## src/rtl/uart_rx_pkg.sv

```systemverilog
// Shared types and helpers for the oversampled receiver.
// Assumes: nothing beyond IEEE 1800-2017 packages.
package uart_rx_pkg;

    // Receive phase: hunting for a start, checking it, data bits, stop bit.
    typedef enum logic [1:0] {
        ST_HUNT  = 2'd0,
        ST_START = 2'd1,
        ST_DATA  = 2'd2,
        ST_STOP  = 2'd3
    } rx_state_t;

    // Two-of-three majority of three samples.
    function automatic logic vote3(input logic a, input logic b, input logic c);
        return (a & b) | (a & c) | (b & c);
    endfunction

endpackage

```

## src/rtl/uart_rx_hunt.sv

```systemverilog
// Line watcher: keeps the last three tick samples of the line and the age
// of the most recent 1-to-0 change, counted in ticks (1 = this tick).
// Assumes: rxd is already synchronous to clk; tick is a one-cycle enable.
module uart_rx_hunt #(
    parameter int AGE_W = 6
) (
    input  logic             clk,
    input  logic             rst_n,
    input  logic             tick,
    input  logic             rxd,
    output logic             start_hit,
    output logic [AGE_W-1:0] edge_age_n
);
    localparam logic [AGE_W-1:0] AGE_MAX = {AGE_W{1'b1}};

    logic [2:0]       hist;
    logic [AGE_W-1:0] age;
    logic             fall;

    // Detect a qualifying start edge and the age the edge counter takes now.
    always_comb begin
        fall       = hist[0] & ~rxd;
        start_hit  = tick & (hist == 3'b111) & ~rxd;
        edge_age_n = fall ? AGE_W'(1) : ((age == AGE_MAX) ? age : age + AGE_W'(1));
    end

    // Shift in one line sample and advance the edge age on every tick.
    always_ff @(posedge clk) begin
        if (!rst_n) begin
            hist <= 3'b000;
            age  <= AGE_MAX;
        end else if (tick) begin
            hist <= {hist[1:0], rxd};
            age  <= edge_age_n;
        end
    end

    // a start can only be flagged on a tick whose sample is low.
    a_r2_start_low: assert property (@(posedge clk) disable iff (!rst_n)
        start_hit |-> (tick && !rxd));

endmodule

```

## src/rtl/uart_rx_frame.sv

```systemverilog
// Character sequencer: counts the sixteen slots of each bit and checks the
// start bit at three slots. It votes each data and stop bit over the
// middle slots, re-aligns on 1-to-0 data changes and emits a one-cycle
// deliver pulse.
// Assumes: OSR >= 12 so that all sample slots fit in one bit period.
module uart_rx_frame
    import uart_rx_pkg::*;
#(
    parameter int DATA_W = 8,
    parameter int OSR    = 16,
    parameter int AGE_W  = 6
) (
    input  logic              clk,
    input  logic              rst_n,
    input  logic              tick,
    input  logic              rxd,
    input  logic              start_hit,
    input  logic [AGE_W-1:0]  edge_age_n,
    output logic              deliver,
    output logic [DATA_W-1:0] byte_q,
    output logic              noise_q,
    output logic              ferr_q
);
    localparam int CNT_W = $clog2(OSR + 1);
    localparam int BIT_W = $clog2(DATA_W + 2);
    localparam logic [CNT_W-1:0] RT_V1 = CNT_W'(OSR/2 - 5);
    localparam logic [CNT_W-1:0] RT_V2 = CNT_W'(OSR/2 - 3);
    localparam logic [CNT_W-1:0] RT_V3 = CNT_W'(OSR/2 - 1);
    localparam logic [CNT_W-1:0] RT_M1 = CNT_W'(OSR/2);
    localparam logic [CNT_W-1:0] RT_M2 = CNT_W'(OSR/2 + 1);
    localparam logic [CNT_W-1:0] RT_M3 = CNT_W'(OSR/2 + 2);
    localparam logic [CNT_W-1:0] RT_END = CNT_W'(OSR);

    rx_state_t         state;
    logic [CNT_W-1:0]  rt, rt_n;
    logic [BIT_W-1:0]  bitn;
    logic              s_a, s_b, vote, wrap;
    logic              decided, prev_maj, noise;
    logic [DATA_W-1:0] shreg;
    logic              realign;

    // Next slot number, bit-boundary wrap, vote and re-alignment condition.
    always_comb begin
        wrap    = (rt == RT_END);
        rt_n    = wrap ? CNT_W'(1) : rt + CNT_W'(1);
        vote    = vote3(s_a, s_b, rxd);
        realign = prev_maj && !vote && (edge_age_n < AGE_W'(OSR));
        deliver = tick && (state == ST_STOP) && (rt_n == RT_M3) && !decided;
        byte_q  = shreg;
        noise_q = noise;
        ferr_q  = ~vote;
    end

    // Slot counter, bit counter, sampling, voting and phase sequencing.
    always_ff @(posedge clk) begin
        if (!rst_n) begin
            state    <= ST_HUNT;
            rt       <= '0;
            bitn     <= '0;
            s_a      <= 1'b0;
            s_b      <= 1'b0;
            decided  <= 1'b0;
            prev_maj <= 1'b0;
            noise    <= 1'b0;
            shreg    <= '0;
        end else if (tick) begin
            if (state == ST_HUNT) begin
                if (start_hit) begin
                    state   <= ST_START;
                    rt      <= CNT_W'(1);
                    bitn    <= '0;
                    decided <= 1'b0;
                end
            end else begin
                rt <= rt_n;
                if (wrap) begin
                    bitn    <= bitn + BIT_W'(1);
                    decided <= 1'b0;
                    if (bitn == '0)
                        state <= ST_DATA;
                    else if (bitn == BIT_W'(DATA_W))
                        state <= ST_STOP;
                end
                if (state == ST_START) begin
                    if (rt_n == RT_V1) s_a <= rxd;
                    if (rt_n == RT_V2) s_b <= rxd;
                    if (rt_n == RT_V3) begin
                        if (!vote) begin
                            noise    <= s_a | s_b | rxd;
                            prev_maj <= 1'b0;
                        end else begin
                            state <= ST_HUNT;
                        end
                    end
                end else if (!decided) begin
                    if (rt_n == RT_M1) s_a <= rxd;
                    if (rt_n == RT_M2) s_b <= rxd;
                    if (rt_n == RT_M3) begin
                        decided <= 1'b1;
                        if (state == ST_DATA) begin
                            shreg    <= {vote, shreg[DATA_W-1:1]};
                            prev_maj <= vote;
                            if (realign) rt <= CNT_W'(edge_age_n);
                        end else begin
                            state <= ST_HUNT;
                        end
                    end
                end
            end
        end
    end

    // while a character is in progress the slot number stays in 1..OSR.
    a_r3_slot_range: assert property (@(posedge clk) disable iff (!rst_n)
        (state != ST_HUNT) |-> (rt >= CNT_W'(1) && rt <= RT_END));

    // a start check with a high majority abandons the character.
    a_r3_reject: assert property (@(posedge clk) disable iff (!rst_n)
        (tick && state == ST_START && rt_n == RT_V3 && vote) |=> (state == ST_HUNT));

    // one character yields a single deliver pulse.
    a_r5_single_deliver: assert property (@(posedge clk) disable iff (!rst_n)
        deliver |=> !deliver);

endmodule

```

## src/rtl/uart_rx_flags.sv

```systemverilog
// Result holder: captures byte, noise and framing result on delivery and
// keeps the ready flag until cleared; delivery wins over a clear.
// Assumes: deliver and clr are one-cycle pulses.
module uart_rx_flags #(
    parameter int DATA_W = 8
) (
    input  logic              clk,
    input  logic              rst_n,
    input  logic              deliver,
    input  logic [DATA_W-1:0] byte_in,
    input  logic              noise_in,
    input  logic              ferr_in,
    input  logic              clr,
    output logic [DATA_W-1:0] rx_data,
    output logic              rx_ready,
    output logic              rx_noise,
    output logic              rx_ferr
);
    // Load the character results on delivery; set or clear the ready flag.
    always_ff @(posedge clk) begin
        if (!rst_n) begin
            rx_data  <= '0;
            rx_ready <= 1'b0;
            rx_noise <= 1'b0;
            rx_ferr  <= 1'b0;
        end else begin
            if (deliver) begin
                rx_data  <= byte_in;
                rx_noise <= noise_in;
                rx_ferr  <= ferr_in;
                rx_ready <= 1'b1;
            end else if (clr) begin
                rx_ready <= 1'b0;
            end
        end
    end

    // a delivered character always raises the ready flag.
    a_r8_set: assert property (@(posedge clk) disable iff (!rst_n)
        deliver |=> rx_ready);

    // a clear strobe without delivery drops the flag.
    a_r8_clear: assert property (@(posedge clk) disable iff (!rst_n)
        (clr && !deliver) |=> !rx_ready);

    // results stay put between deliveries.
    a_r10_hold: assert property (@(posedge clk) disable iff (!rst_n)
        !deliver |=> ($stable(rx_data) && $stable(rx_noise) && $stable(rx_ferr)));

endmodule

```

## src/rtl/uart_rx_qual.sv

```systemverilog
// Top of the oversampled serial receiver: line watcher, character
// sequencer and result holder, with the interrupt gated by its enable.
// Assumes: rxd has been synchronised to clk upstream; rt_tick is one
// cycle wide at sixteen times the bit rate.
module uart_rx_qual #(
    parameter int DATA_W = 8,
    parameter int OSR    = 16
) (
    input  logic              clk,
    input  logic              rst_n,
    input  logic              rt_tick,
    input  logic              rxd,
    input  logic              irq_en,
    input  logic              clr_ready,
    output logic [DATA_W-1:0] rx_data,
    output logic              rx_ready,
    output logic              rx_noise,
    output logic              rx_ferr,
    output logic              rx_irq
);
    localparam int AGE_W = $clog2(OSR + 1) + 1;

    logic              start_hit;
    logic [AGE_W-1:0]  edge_age_n;
    logic              deliver;
    logic [DATA_W-1:0] byte_q;
    logic              noise_q;
    logic              ferr_q;

    uart_rx_hunt #(.AGE_W(AGE_W)) u_hunt (
        .clk        (clk),
        .rst_n      (rst_n),
        .tick       (rt_tick),
        .rxd        (rxd),
        .start_hit  (start_hit),
        .edge_age_n (edge_age_n)
    );

    uart_rx_frame #(.DATA_W(DATA_W), .OSR(OSR), .AGE_W(AGE_W)) u_frame (
        .clk        (clk),
        .rst_n      (rst_n),
        .tick       (rt_tick),
        .rxd        (rxd),
        .start_hit  (start_hit),
        .edge_age_n (edge_age_n),
        .deliver    (deliver),
        .byte_q     (byte_q),
        .noise_q    (noise_q),
        .ferr_q     (ferr_q)
    );

    uart_rx_flags #(.DATA_W(DATA_W)) u_flags (
        .clk      (clk),
        .rst_n    (rst_n),
        .deliver  (deliver),
        .byte_in  (byte_q),
        .noise_in (noise_q),
        .ferr_in  (ferr_q),
        .clr      (clr_ready),
        .rx_data  (rx_data),
        .rx_ready (rx_ready),
        .rx_noise (rx_noise),
        .rx_ferr  (rx_ferr)
    );

    // Interrupt request follows the ready flag while enabled.
    always_comb rx_irq = rx_ready & irq_en;

    // no request ever appears without a waiting byte.
    a_r9_irq_needs_ready: assert property (@(posedge clk) disable iff (!rst_n)
        rx_irq |-> rx_ready);

endmodule

```

## config.mk

```make
export PLATFORM = sky130hd
export DESIGN_NAME = uart_rx_qual
export DESIGN_NICKNAME = d
export VERILOG_FILES = /design/src/rtl/uart_rx_pkg.sv /design/src/rtl/uart_rx_hunt.sv /design/src/rtl/uart_rx_frame.sv /design/src/rtl/uart_rx_flags.sv /design/src/rtl/uart_rx_qual.sv
export SDC_FILE = /design/constraint.sdc
export NUM_CORES = 1
export LEC_CHECK = 0
export ABC_AREA = 1
export CAP_MARGIN = 30
export CORE_ASPECT_RATIO = 0.8
export CORE_MARGIN = 3
export CORE_UTILIZATION = 58
export DETAILED_ROUTE_END_ITERATION = 6
export MAX_ROUTING_LAYER = met4
export PLACE_DENSITY = 0.88
export SKIP_CTS_REPAIR_TIMING = 1
export SYNTH_ARGS = -nofsm -noshare
export SYNTH_HDL_FRONTEND = slang
export SYNTH_SLANG_ARGS = --single-unit
```

## constraint.sdc

```tcl
create_clock -name clk -period 2.2 [get_ports clk]
set_clock_uncertainty 0.15 [all_clocks]
set_input_delay 0.22 -clock clk [delete_from_list [all_inputs] [get_ports clk]]
set_output_delay 0.22 -clock clk [all_outputs]
set_load 0.02 [all_outputs]
```

==> qor.yml <==
power:
  power_leakage_nw: 1.15
  power.density_nw_per_um2: 579
  peakVddDrop_mv: 0.410
  total_power_mw: 1.60
setup_path:
  r2r_setup_slack_ns: 0.14
  critPathCaptureType: "register"
  timing.rr.end: "u_frame.rt[0]"
  worstSetupPathType: "register to register"
  rr_worst_depth: 13
  path_cells: "inv_1, ha_1, nand2_1, clkinv_1, nand2_4, nand2_4, nand3_4, nor3_4, nand2_4, nand2_1, nand2_1, o21bai_1, inv_1"
  worstSetupStartpointType: "register"
  rr_startpoint: "u_frame.rt[0]"
  cp_slowest_cell: "dfxtp_2"
  max_stage_delay_ns: 0.37
  arrival_ns: 2.11
  cp.required_ns: 2.25
  path_max_fanout: 8
clock_network:
  cts_tree: "done"
  h-tree-depth: 2
  cts.sinks: 44
  clkTransAtPathRegs_ns: 0.09
  cts-root-buf: "clkbuf_8"
  clock_path_buffers: 2
  numCtsBuffers: 5
  clock_latency_ns: 0.30
layout:
  fillCellCount: 310
  final_cell_area_um2: 2770
  diodes: 0
  seq_area_um2: 883
  layout-drive-gt1-share_pct: 10.8
  stdcell_count: 415
  multi_input_area_um2: 1270
  final_nets: 378
  syn2layout_area_growth_pct: 16.6
sta:
  report.final.slew_viol_count: 0
  worst_pin_slew_ns: 0.441
  setup_viol: 0
  hold_viol: 0
  finalCriticalPeriod_ns: 2.06
  hold_slack_ns: 0.298
  max_freq_mhz: 486
  slew_headroom_pct: 70.6
  fin_crit_sh_pct: 93.6
placement:
  portBuffers: 17
  gp_congestion: 0.928
  dp_cells: 406
  place_area_um2: 2630
  dp_hpwl_um: 3900
die:
  die_h_um: 63.2
  die_w_um: 77.5
  io_pins: 18
  fp-row-count: 20
  core_area_um2: 3880
  dieArea_um2: 4900
  start_util_pct: 61.2
hold_path:
  hold_depth: 2
  min_from: "u_flags.rx_data[5]"
  min_to: "u_flags.rx_data[5]"
  min_path_type: "register to register"
logic_synthesis:
  synth_edf_count: 0
  synth.area.top_cells: "dfxtp_1 37%, nand2_1 12%, a21oi_1 9.7%"
  ys_async_sr_fraction_pct: 0
  synthCells: 336
  synthDistinctLibCells: 32
  avgSynthCellArea_um2: 7.06
  synth_commonest_cells: "78 x nand2_1, 46 x a21oi_1, 44 x dfxtp_1"
  ys_warn_count: 0
  seq_area_frac_synth_pct: 37.1
  yosys.area.top_type: "dfxtp_1"
  yosysMostFrequentCell: "nand2_1"
  synthesis.area_um2: 2370
  yosysTopAreaCellShare_pct: 37.1
  syn_nets: 355
  synth-seq-cells: 44
  ys.flop_type: "dfxtp_1"
drt:
  drc: 0
  wirelength_um: 5440
  drtIter0Drc: 208
  ant_nets: 0
  drt_first_pass_iters: 4
  vias_per_cell: 5.35
  vias: 2221
  post_drt_wl_per_cell_um: 13.1
run:
  cap_violations: 0
global_route:
  antenna_found_initial: 0
  grt_pass1_wl_um: 9070
  overflow: 0
  grt_pass1_vias: 1954
  grt_usage_pct: 23.6
  grt_max_degree: 26
status:
  status: "completed"
==> cell type report <==
cell class              instances  share of cell area (%)
clock buffers                   5                    2.49
clock inverters                 3                    1.67
inverters                      49                    6.65
multi-input cells             234                    46.0
flip-flops and latches         44                    31.9
well taps                      55                    2.49
repair buffers                 25                    8.77
==> where the power goes <==
group | internal (mW) | leakage [nW] | total [mW] | switching (mW)
Sequential | 0.810 | 0.357 | 0.825 | 0.0147
Combinational | 0.0525 | 0.738 | 0.142 | 0.0892
Clock | 0.342 | 0.0548 | 0.636 | 0.294
Total | 1.20 | 1.15 | 1.60 | 0.398
==> cell families (layout without fill, tap and decap cells) <==
family | count (synthesis) | count (layout) | synth area share (%)
AO/OA/AOI/OAI | 77 | 77 | 16.8
AND/OR/NAND/NOR | 142 | 142 | 28.8
adder cells (fa/ha/maj) | 13 | 13 | 6.85
flip-flops | 44 | 44 | 37.1
XOR/XNOR | 2 | 2 | 0.738
buffers and inverters | 58 | 82 | 9.75
==> routing by layer <==
metal	vias to the layer above	GRT usage, %	part of all wire (%)
met3	12	4.43	6.3
met2	79	36.4	45
met4	0	7.33	2.1
li1	1130	-	-
met1	1000	31.6	47
met5	-	-	0
==> state kept, by name, summed over array words and instances, names as in the netlist <==
register          flops
u_flags.rx_ready      1
u_frame.prev_maj      1
u_flags.rx_ferr       1
u_frame.state         2
u_flags.rx_noise      1
u_frame.byte_q        8
u_hunt.age            6
u_frame.s_b           1
u_flags.rx_data       8
u_frame.noise_q       1
u_frame.decided       1
u_frame.s_a           1
u_hunt.hist           3
u_frame.rt            5
u_frame.bitn          4
==> worst max-delay path, delay by kind of cell, from the launching register on <==
kind | cells | cell delay (ns)
AO/OA/AOI/OAI | 1 | 0.15
adder cells (fa/ha/maj) | 1 | 0.16
buffers and inverters | 3 | 0.21
flip-flops | 1 | 0.37
AND/OR/NAND/NOR | 8 | 0.91
==> worst max path at each step <==
stage / from / to
after CTS: u_frame.state[1] / u_frame.byte_q[6]
final: u_frame.rt[0] / u_frame.rt[0]
after global placement: rxd / u_frame.rt[0]
after global routing: u_frame.rt[0] / u_frame.rt[0]
after detailed placement: rxd / u_frame.rt[0]
after floorplan: u_frame.rt[0] / u_flags.rx_data[0]
==> placed cells by master, fill, tap and decap left out, types with 2 or more instances in the layout <==
cell              n
nand2_1          78
a21oi_1          46
dfxtp_1          42
inv_1            41
nand3_1          22
nor2_1           20
clkdlybuf4s50_1  17
o21ai_1          15
ha_1             13
o21ai_0          11
inv_2             7
buf_4             7
nand4_1           5
clkbuf_8          5
nor2_4            3
nand2_4           3
o211ai_1          3
xor2_1            2
dfxtp_2           2
==> metrics by stage <==
stage	util, %	TNS [ns]	setup slack (ns)
2_1_floorplan	-	0	0.379
5_1_grt	71.3	-0.0196	-0.0127
3_3_place_gp	67.8	0	0.104
3_5_place_dp	67.8	0	0.0740
4_1_cts	70.8	0	0.0905
6_report	71.3	0	0.141
(Power assumes the default switching activity.)
